**src/rtl/gfc_pkg.sv**
```systemverilog
// Package: shared constants and the gate-length function for the
// gated frequency counter. Assumes decade resolution codes 0..5.
package gfc_pkg;

    localparam int unsigned RES_CODE_MAX = 5;

    // Number of timebase ticks in a window for a resolution code.
    function automatic int unsigned gate_ticks(input logic [2:0] code,
                                               input int unsigned base);
        int unsigned val;
        int unsigned lim;
        lim = (int'(code) > RES_CODE_MAX) ? RES_CODE_MAX : int'(code);
        val = base;
        for (int i = 0; i < RES_CODE_MAX; i++) begin
            if (i < lim) val = val * 10;
        end
        return val;
    endfunction

endpackage

```
**src/rtl/gfc_timebase.sv**
```systemverilog
// Timebase: divides the reference clock by DIV into a one-cycle tick,
// synchronizes the alternate clock and turns its rising edges into
// ticks, then selects one source. Assumes the alternate clock is
// slower than half the reference clock.
module gfc_timebase #(
    parameter int DIV = 5
) (
    input  logic clk,
    input  logic rst_n,
    input  logic alt_clk_i,
    input  logic sel_i,
    output logic tick_o
);
    localparam int CW = (DIV > 1) ? $clog2(DIV) : 1;

    logic [CW-1:0] div_q;
    logic [2:0]    alt_sync_q;
    logic          ref_tick;
    logic          alt_tick;

    // Free-running prescale counter.
    always_ff @(posedge clk) begin
        if (!rst_n)                       div_q <= '0;
        else if (div_q == CW'(DIV - 1))   div_q <= '0;
        else                              div_q <= div_q + 1'b1;
    end

    // Two-stage synchronizer plus one delay stage for edge detection.
    always_ff @(posedge clk) begin
        if (!rst_n) alt_sync_q <= '0;
        else        alt_sync_q <= {alt_sync_q[1:0], alt_clk_i};
    end

    // Tick sources and the clock-select multiplexer.
    always_comb begin
        ref_tick = (div_q == CW'(DIV - 1));
        alt_tick = alt_sync_q[1] & ~alt_sync_q[2];
        tick_o   = sel_i ? alt_tick : ref_tick;
    end
endmodule

```
**src/rtl/gfc_gate_timer.sv**
```systemverilog
// Gate timer: on an accepted start, loads the window length for the
// latched resolution code and counts ticks down; the window closes on
// the last tick. Starts while the window is open are ignored.
module gfc_gate_timer #(
    parameter int GATE_BASE = 2
) (
    input  logic       clk,
    input  logic       rst_n,
    input  logic       tick_i,
    input  logic       start_i,
    input  logic [2:0] res_i,
    output logic       open_o,
    output logic       begin_o,
    output logic       end_o
);
    localparam int unsigned GATE_MAX = GATE_BASE * 100000;
    localparam int REM_W = $clog2(GATE_MAX + 1);

    logic [REM_W-1:0] remain_q;
    logic             open_q;

    // Window state and remaining-tick counter.
    always_ff @(posedge clk) begin
        if (!rst_n) begin
            open_q   <= 1'b0;
            remain_q <= '0;
        end else if (begin_o) begin
            open_q   <= 1'b1;
            remain_q <= REM_W'(gfc_pkg::gate_ticks(res_i, GATE_BASE));
        end else if (open_q && tick_i) begin
            if (remain_q <= REM_W'(1)) open_q <= 1'b0;
            remain_q <= remain_q - 1'b1;
        end
    end

    // Start acceptance and close pulse.
    always_comb begin
        begin_o = start_i & ~open_q;
        end_o   = open_q & tick_i & (remain_q <= REM_W'(1));
        open_o  = open_q;
    end
endmodule

```
**src/rtl/gfc_nibble.sv**
```systemverilog
// One cascadable counter stage: increments on inc_i, clears on clr_i,
// and raises carry_o when an increment wraps it.
module gfc_nibble #(
    parameter int W = 4
) (
    input  logic         clk,
    input  logic         rst_n,
    input  logic         clr_i,
    input  logic         inc_i,
    output logic [W-1:0] val_o,
    output logic         carry_o
);
    // Stage register.
    always_ff @(posedge clk) begin
        if (!rst_n || clr_i) val_o <= '0;
        else if (inc_i)      val_o <= val_o + 1'b1;
    end

    // Carry to the next stage.
    always_comb carry_o = inc_i & (&val_o);
endmodule

```
**src/rtl/gfc_event_counter.sv**
```systemverilog
// Event counter: synchronizes the measured signal, counts its rising
// edges while enabled in cascaded 4-bit stages, advances the high
// counter on each low wrap and flags a high wrap as overflow.
// Assumes the signal holds each level for at least one clock.
module gfc_event_counter #(
    parameter int LO_W   = 8,
    parameter int HI_W   = 16,
    parameter int STG_W  = 4
) (
    input  logic            clk,
    input  logic            rst_n,
    input  logic            sig_i,
    input  logic            en_i,
    input  logic            clr_i,
    output logic [LO_W-1:0] lo_o,
    output logic [HI_W-1:0] hi_o,
    output logic            ovf_o
);
    localparam int NSTG = LO_W / STG_W;

    logic [2:0]      sig_sync_q;
    logic            cnt_en;
    logic [NSTG-1:0] carry;
    logic [NSTG-1:0] stage_inc;

    // Synchronizer and edge-detect delay stage.
    always_ff @(posedge clk) begin
        if (!rst_n) sig_sync_q <= '0;
        else        sig_sync_q <= {sig_sync_q[1:0], sig_i};
    end

    // Gated edge qualifier.
    always_comb cnt_en = en_i & sig_sync_q[1] & ~sig_sync_q[2];

    // Cascaded low-counter stages.
    for (genvar g = 0; g < NSTG; g++) begin : g_stage
        if (g == 0) begin : g_first
            assign stage_inc[g] = cnt_en;
        end else begin : g_next
            assign stage_inc[g] = carry[g-1];
        end
        gfc_nibble #(.W(STG_W)) u_stage (
            .clk     (clk),
            .rst_n   (rst_n),
            .clr_i   (clr_i),
            .inc_i   (stage_inc[g]),
            .val_o   (lo_o[g*STG_W +: STG_W]),
            .carry_o (carry[g])
        );
    end

    // High counter clocked by low wrap, with sticky overflow.
    always_ff @(posedge clk) begin
        if (!rst_n || clr_i) begin
            hi_o  <= '0;
            ovf_o <= 1'b0;
        end else if (carry[NSTG-1]) begin
            hi_o <= hi_o + 1'b1;
            if (&hi_o) ovf_o <= 1'b1;
        end
    end
endmodule

```
**src/rtl/gated_freq_counter.sv**
```systemverilog
// Top: gated frequency counter. Ties the timebase, gate timer and
// event counter together, keeps the end-of-count pending flag and
// drives the shared read bus. Assumes res_sel_i and tb_sel_i are
// steady during a window.
module gated_freq_counter #(
    parameter int DIV       = 5,
    parameter int GATE_BASE = 2,
    parameter int LO_W      = 8,
    parameter int HI_W      = 16,
    parameter int BUS_W     = 16
) (
    input  logic             clk,
    input  logic             rst_n,
    input  logic             alt_clk_i,
    input  logic             tb_sel_i,
    input  logic [2:0]       res_sel_i,
    input  logic             start_i,
    input  logic             arm_i,
    input  logic             sig_i,
    output logic             gate_n_o,
    output logic             eoc_irq_o,
    output logic             ovf_irq_o,
    input  logic             rd_lo_n_i,
    input  logic             hi_cs_n_i,
    input  logic             hi_rd_n_i,
    output logic [BUS_W-1:0] rd_data_o
);
    logic            tick;
    logic            gate_open;
    logic            gate_begin;
    logic            gate_end;
    logic            eoc_pend_q;
    logic [LO_W-1:0] lo_cnt;
    logic [HI_W-1:0] hi_cnt;
    logic            ovf_flag;

    gfc_timebase #(.DIV(DIV)) u_tb (
        .clk       (clk),
        .rst_n     (rst_n),
        .alt_clk_i (alt_clk_i),
        .sel_i     (tb_sel_i),
        .tick_o    (tick)
    );

    gfc_gate_timer #(.GATE_BASE(GATE_BASE)) u_gate (
        .clk     (clk),
        .rst_n   (rst_n),
        .tick_i  (tick),
        .start_i (start_i),
        .res_i   (res_sel_i),
        .open_o  (gate_open),
        .begin_o (gate_begin),
        .end_o   (gate_end)
    );

    gfc_event_counter #(.LO_W(LO_W), .HI_W(HI_W)) u_cnt (
        .clk   (clk),
        .rst_n (rst_n),
        .sig_i (sig_i),
        .en_i  (gate_open),
        .clr_i (gate_begin),
        .lo_o  (lo_cnt),
        .hi_o  (hi_cnt),
        .ovf_o (ovf_flag)
    );

    // Pending end-of-count event, cleared by an accepted start.
    always_ff @(posedge clk) begin
        if (!rst_n || gate_begin) eoc_pend_q <= 1'b0;
        else if (gate_end)        eoc_pend_q <= 1'b1;
    end

    // Outputs: gate, interrupts and read-bus multiplexer.
    always_comb begin
        gate_n_o  = ~gate_open;
        eoc_irq_o = eoc_pend_q & arm_i;
        ovf_irq_o = ovf_flag;
        if (!rd_lo_n_i)                    rd_data_o = BUS_W'(lo_cnt);
        else if (!hi_cs_n_i && !hi_rd_n_i) rd_data_o = BUS_W'(hi_cnt);
        else                               rd_data_o = '0;
    end
endmodule

```
**config.mk**
```make
export PLATFORM = sky130hd
export DESIGN_NAME = gated_freq_counter
export DESIGN_NICKNAME = d
export VERILOG_FILES = /design/src/rtl/gfc_pkg.sv /design/src/rtl/gfc_timebase.sv /design/src/rtl/gfc_gate_timer.sv /design/src/rtl/gfc_nibble.sv /design/src/rtl/gfc_event_counter.sv /design/src/rtl/gated_freq_counter.sv
export SDC_FILE = /design/constraint.sdc
export NUM_CORES = 1
export LEC_CHECK = 0
export ABC_AREA = 0
export BUFFER_PORTS_ARGS = -buffer_cell sky130_fd_sc_hd__buf_2
export CAP_MARGIN = 25
export CORE_MARGIN = 4
export CORE_UTILIZATION = 60
export DETAILED_ROUTE_END_ITERATION = 7
export PLACE_DENSITY = 0.8
export SLEW_MARGIN = 20
export SYNTH_ARGS = -nofsm -noshare
export SYNTH_HDL_FRONTEND = slang
export SYNTH_SLANG_ARGS = --single-unit
```
**constraint.sdc**
```tcl
create_clock -name clk -period 5.6 [get_ports clk]
set_input_delay 0.56 -clock clk [delete_from_list [all_inputs] [get_ports clk]]
set_output_delay 0.56 -clock clk [all_outputs]
set_load 0.005 [all_outputs]
```
==> summary.md <==
| Metric | Value |
|---|---|
| Status | finished, final reports clean |
| Final Hold Vio Count | 0 |
| Hold Crit Class | flop to flop |
| Async S/R FF share, synth | 0% |
| Pins over their slew limit | 0 |
| Post-CTS Hold Buffers | 0 |
| Avg Cell Area, Syn | 8.11 sq um |
| Wirelength, routed | 7.30 mm |
| Max Root-Sink Buffers | 2 |
| WS Path Type | primary input to flop |
| Initial antenna violation count | 0 |
| Skew-Pair Late Insertion Delay | 0.31 ns |
| Worst hold margin | around 0.46 ns |
| Clock Skews | ~0.004 ns |
| CTS resizes | 0 |
| Die area | 0.00700 sq mm |
| H-tree depth | 2 |
| Largest net degree at the start of global routing | 27 |
| Fmax | 218 MHz |
| Area share of fa/ha/maj cells after synthesis | 13.3% |
| Worst-margin pin slew | 0.861 ns |
| RSZ-0062 raised after global routing | no |
| First DRT Iteration DRCs | around 230 |
| Root Buffer | clkbuf_8 |
| First-pass GRT wire length | ~13 mm |
| Seq cells post-synth | 54 |
| Die H | ~84 um |
| EDFF count, synth | 0 |
| Buffers added on ports | 31 |
| Startpoint Class | primary input |
| Pwr dens | 218 mW/mm^2 |
| Routed wire per std cell | roughly 14 um |
| Ranking of synthesized cells by area | dfxtp_1 (31%), ha_1 (13%), nor2_1 (6.3%), xnor2_1 (4.8%), xor2_1 (4.3%) |
| Setup WS post-layout | 1.02 ns |
| Most frequent cell after synthesis | nor2_1 |
| Crit path required time | 5.82 ns |
| Yosys cell types | 49 |
| Synth Area in Compound Gates | 14.6% |
| HPWL Detailed | 5.53 mm |
| Post-synthesis mux area share | 1.53% |
| TritonCTS buffer count | 5 |
| Yosys top cell area share | about a third |
| First-pass DRT Iterations | 5 |
| Clk sink count | 54 |
| Nets | between 400 and 500 |
| Fraction of layout cells with a size suffix above 1 | about 11% |
| Setup TNS Final | 0 ns |
| Final worst-path cycle share | just over 80% |
| Largest family of logic cells by synthesized area | simple AND/OR/NAND/NOR gates |
| Final GP Congestion | ~0.88 |
| CP Capture Type | flop |
| CP peak stage delay | between 0.3 and 0.4 ns |
| Clock transition at the registers of the reported paths | 0.10 ns |
| I/O pins | 32 |
| Mapped Cells | 424 |
| Most common library cells after synthesis | nor2_1 (58), dfxtp_1 (54), ha_1 (35) |
| Static Leak | 1.58 nW |
| Via density | 5.69 |
| CTS tree | built |
| Post-synth top area cell | dfxtp_1 |
| Setup violations, final | 0 |
| Synth-to-layout area growth | 8.66% |
| Ys flop type | dfxtp_1 |
| # DRC | 0 |
| Flop2flop setup slack | between 3 and 4 ns |
| Vias | 2,960 |
| Crit-path max FO | 19 |
| Die W | about 84 um |
| WP data arrival | 4.80 ns |
| CP cell instances | buf_2, nor2_1, inv_1, nor2_1, ha_1, xnor2_1, ha_1, ha_1, a31o_2, a21oi_1, xnor2_1, a21o_1, ha_1, ha_1, nand2_1, or3_1, a21boi_0, xor2_1, nand3_1, a221oi_1 |
| FP Rows | 27 |
| Yosys Warn Count | 0 |
| Slew Limit Headroom | 42.5% |
| Total setup buffers inserted after CTS | 0 |
| Vias in the first global route | 2,811 |
| XOR/XNOR Fraction of Synth Area | 9.17% |
| Critical-path top delay cell | xnor2_1 |
| Mapped Nets | 473 |
| Max Cap Viol | 0 |
| Post-route ant nets | 0 |
| Pre-CTS WS | 0.720 ns |
| Gr ovfl total | 0 |
| CP dominant cell by count | ha_1 |
| Post-Syn Area | 0.00344 sq mm |
| N_diodes | 0 |
| Final Util | about two thirds |
| Post-Synth Simple-Gate Area | 25.8% |
| Seq/Total Area, Yosys | 31.5% |
| Total GRT Usage | roughly 22% |
| Core area | 0.00554 sq mm |
| Peak VDD IR | 0.000147 V |
| Starting Density | 62.0% |
| Min Tclk post-route | 4.58 ns |
[sequential cells by signal, indices dropped and copies added, names as in the netlist]
register / count
u_gate.remain_q: 18
u_cnt.hi_o: 16
u_cnt.g_stage.u_stage.val_o: 8
u_cnt.sig_sync_q: 3
u_tb.alt_sync_q: 3
u_tb.div_q: 3
eoc_pend_q: 1
u_cnt.ovf_o: 1
u_gate.open_o: 1
[per-layer routing]
metal / vias up / global-route usage, % / part of all wire (%)
li1: 1524 / - / -
met1: 1379 / 29.6 / 49
met2: 51 / 35.9 / 47
met3: 6 / 3.26 / 3.7
met4: 0 / 5.56 / 1.1
met5: - / 0 / 0
[worst max-delay path, delay by kind of cell]
family / cells / cell delay, ns
AND/OR/NAND/NOR: 5 / 0.75
AO/OA/AOI/OAI: 5 / 1.12
adder cells (fa/ha/maj): 5 / 1.22
buffers and inverters: 2 / 0.49
XOR/XNOR: 3 / 0.65
[layout by cell type, fill, tap and decap left out, types with 3 or more instances in the layout]
| cell | Yosys | layout |
|---|---|---|
| a211o_1 | 3 | 3 |
| a211oi_1 | 4 | 4 |
| a21o_1 | 7 | 7 |
| a21oi_1 | 22 | 22 |
| a221oi_1 | 4 | 4 |
| and2_1 | 19 | 19 |
| and3_1 | 7 | 7 |
| buf_2 | 0 | 31 |
| clkbuf_8 | 0 | 7 |
| dfxtp_1 | 54 | 54 |
| ha_1 | 35 | 35 |
| inv_1 | 21 | 21 |
| mux2i_1 | 3 | 3 |
| nand2_1 | 33 | 33 |
| nand3_1 | 14 | 14 |
| nand4_1 | 6 | 6 |
| nor2_1 | 58 | 58 |
| nor2b_1 | 4 | 4 |
| nor3_1 | 10 | 10 |
| nor3_2 | 3 | 3 |
| nor3b_1 | 3 | 3 |
| nor4_1 | 4 | 4 |
| o21ai_0 | 25 | 25 |
| xnor2_1 | 19 | 19 |
| xor2_1 | 17 | 17 |
[kinds of logic after synthesis]
kind of cell / after synthesis
fa+ha+maj: 36
simple gates: 175
buf+inv: 37
compound gates: 80
mux: 5
flops: 54
other cells: 1
xor+xnor: 36
[final cells by class]
| type | count | area, sq um |
|---|---|---|
| Multi-Input combinational cell | 333 | 2220 |
| Fill cell | 494 | 1810 |
| Sequential cell | 54 | 1080 |
| Timing Repair Buffer | 32 | 163 |
| Clock buffer | 7 | 96.3 |
| Tap cell | 72 | 90.1 |
| Inverter | 21 | 78.8 |
| Clock inverter | 1 | 8.76 |
[final timing paths]
kind | from | endpoint | depth (start not counted)
hold / removal | u_tb.alt_sync_q[0] | u_tb.alt_sync_q[1] | 1
setup reg to reg | u_tb.div_q[0] | u_gate.remain_q[12] | 7
hold reg to reg | u_tb.alt_sync_q[0] | u_tb.alt_sync_q[1] | 1
setup / recovery | res_sel_i[2] | u_gate.remain_q[12] | 20
[through the flow]
stage	cells	cell area (sq um)	power (mW)
finish	520	3730	0.814
global route	520	3730	0.856
CTS	520	3730	0.816
detailed placement	512	3630	0.576
global placement	512	3630	0.571
floorplan	424	3440	0.539
[power by group]
part	internal, mW	total (mW)	leakage [nW]	switching [mW]
clock	0.114	0.245	0.0544	0.131
sequential	0.397	0.409	0.440	0.0117
combinational	0.0652	0.160	1.09	0.0947
(Power assumes the default switching activity.)
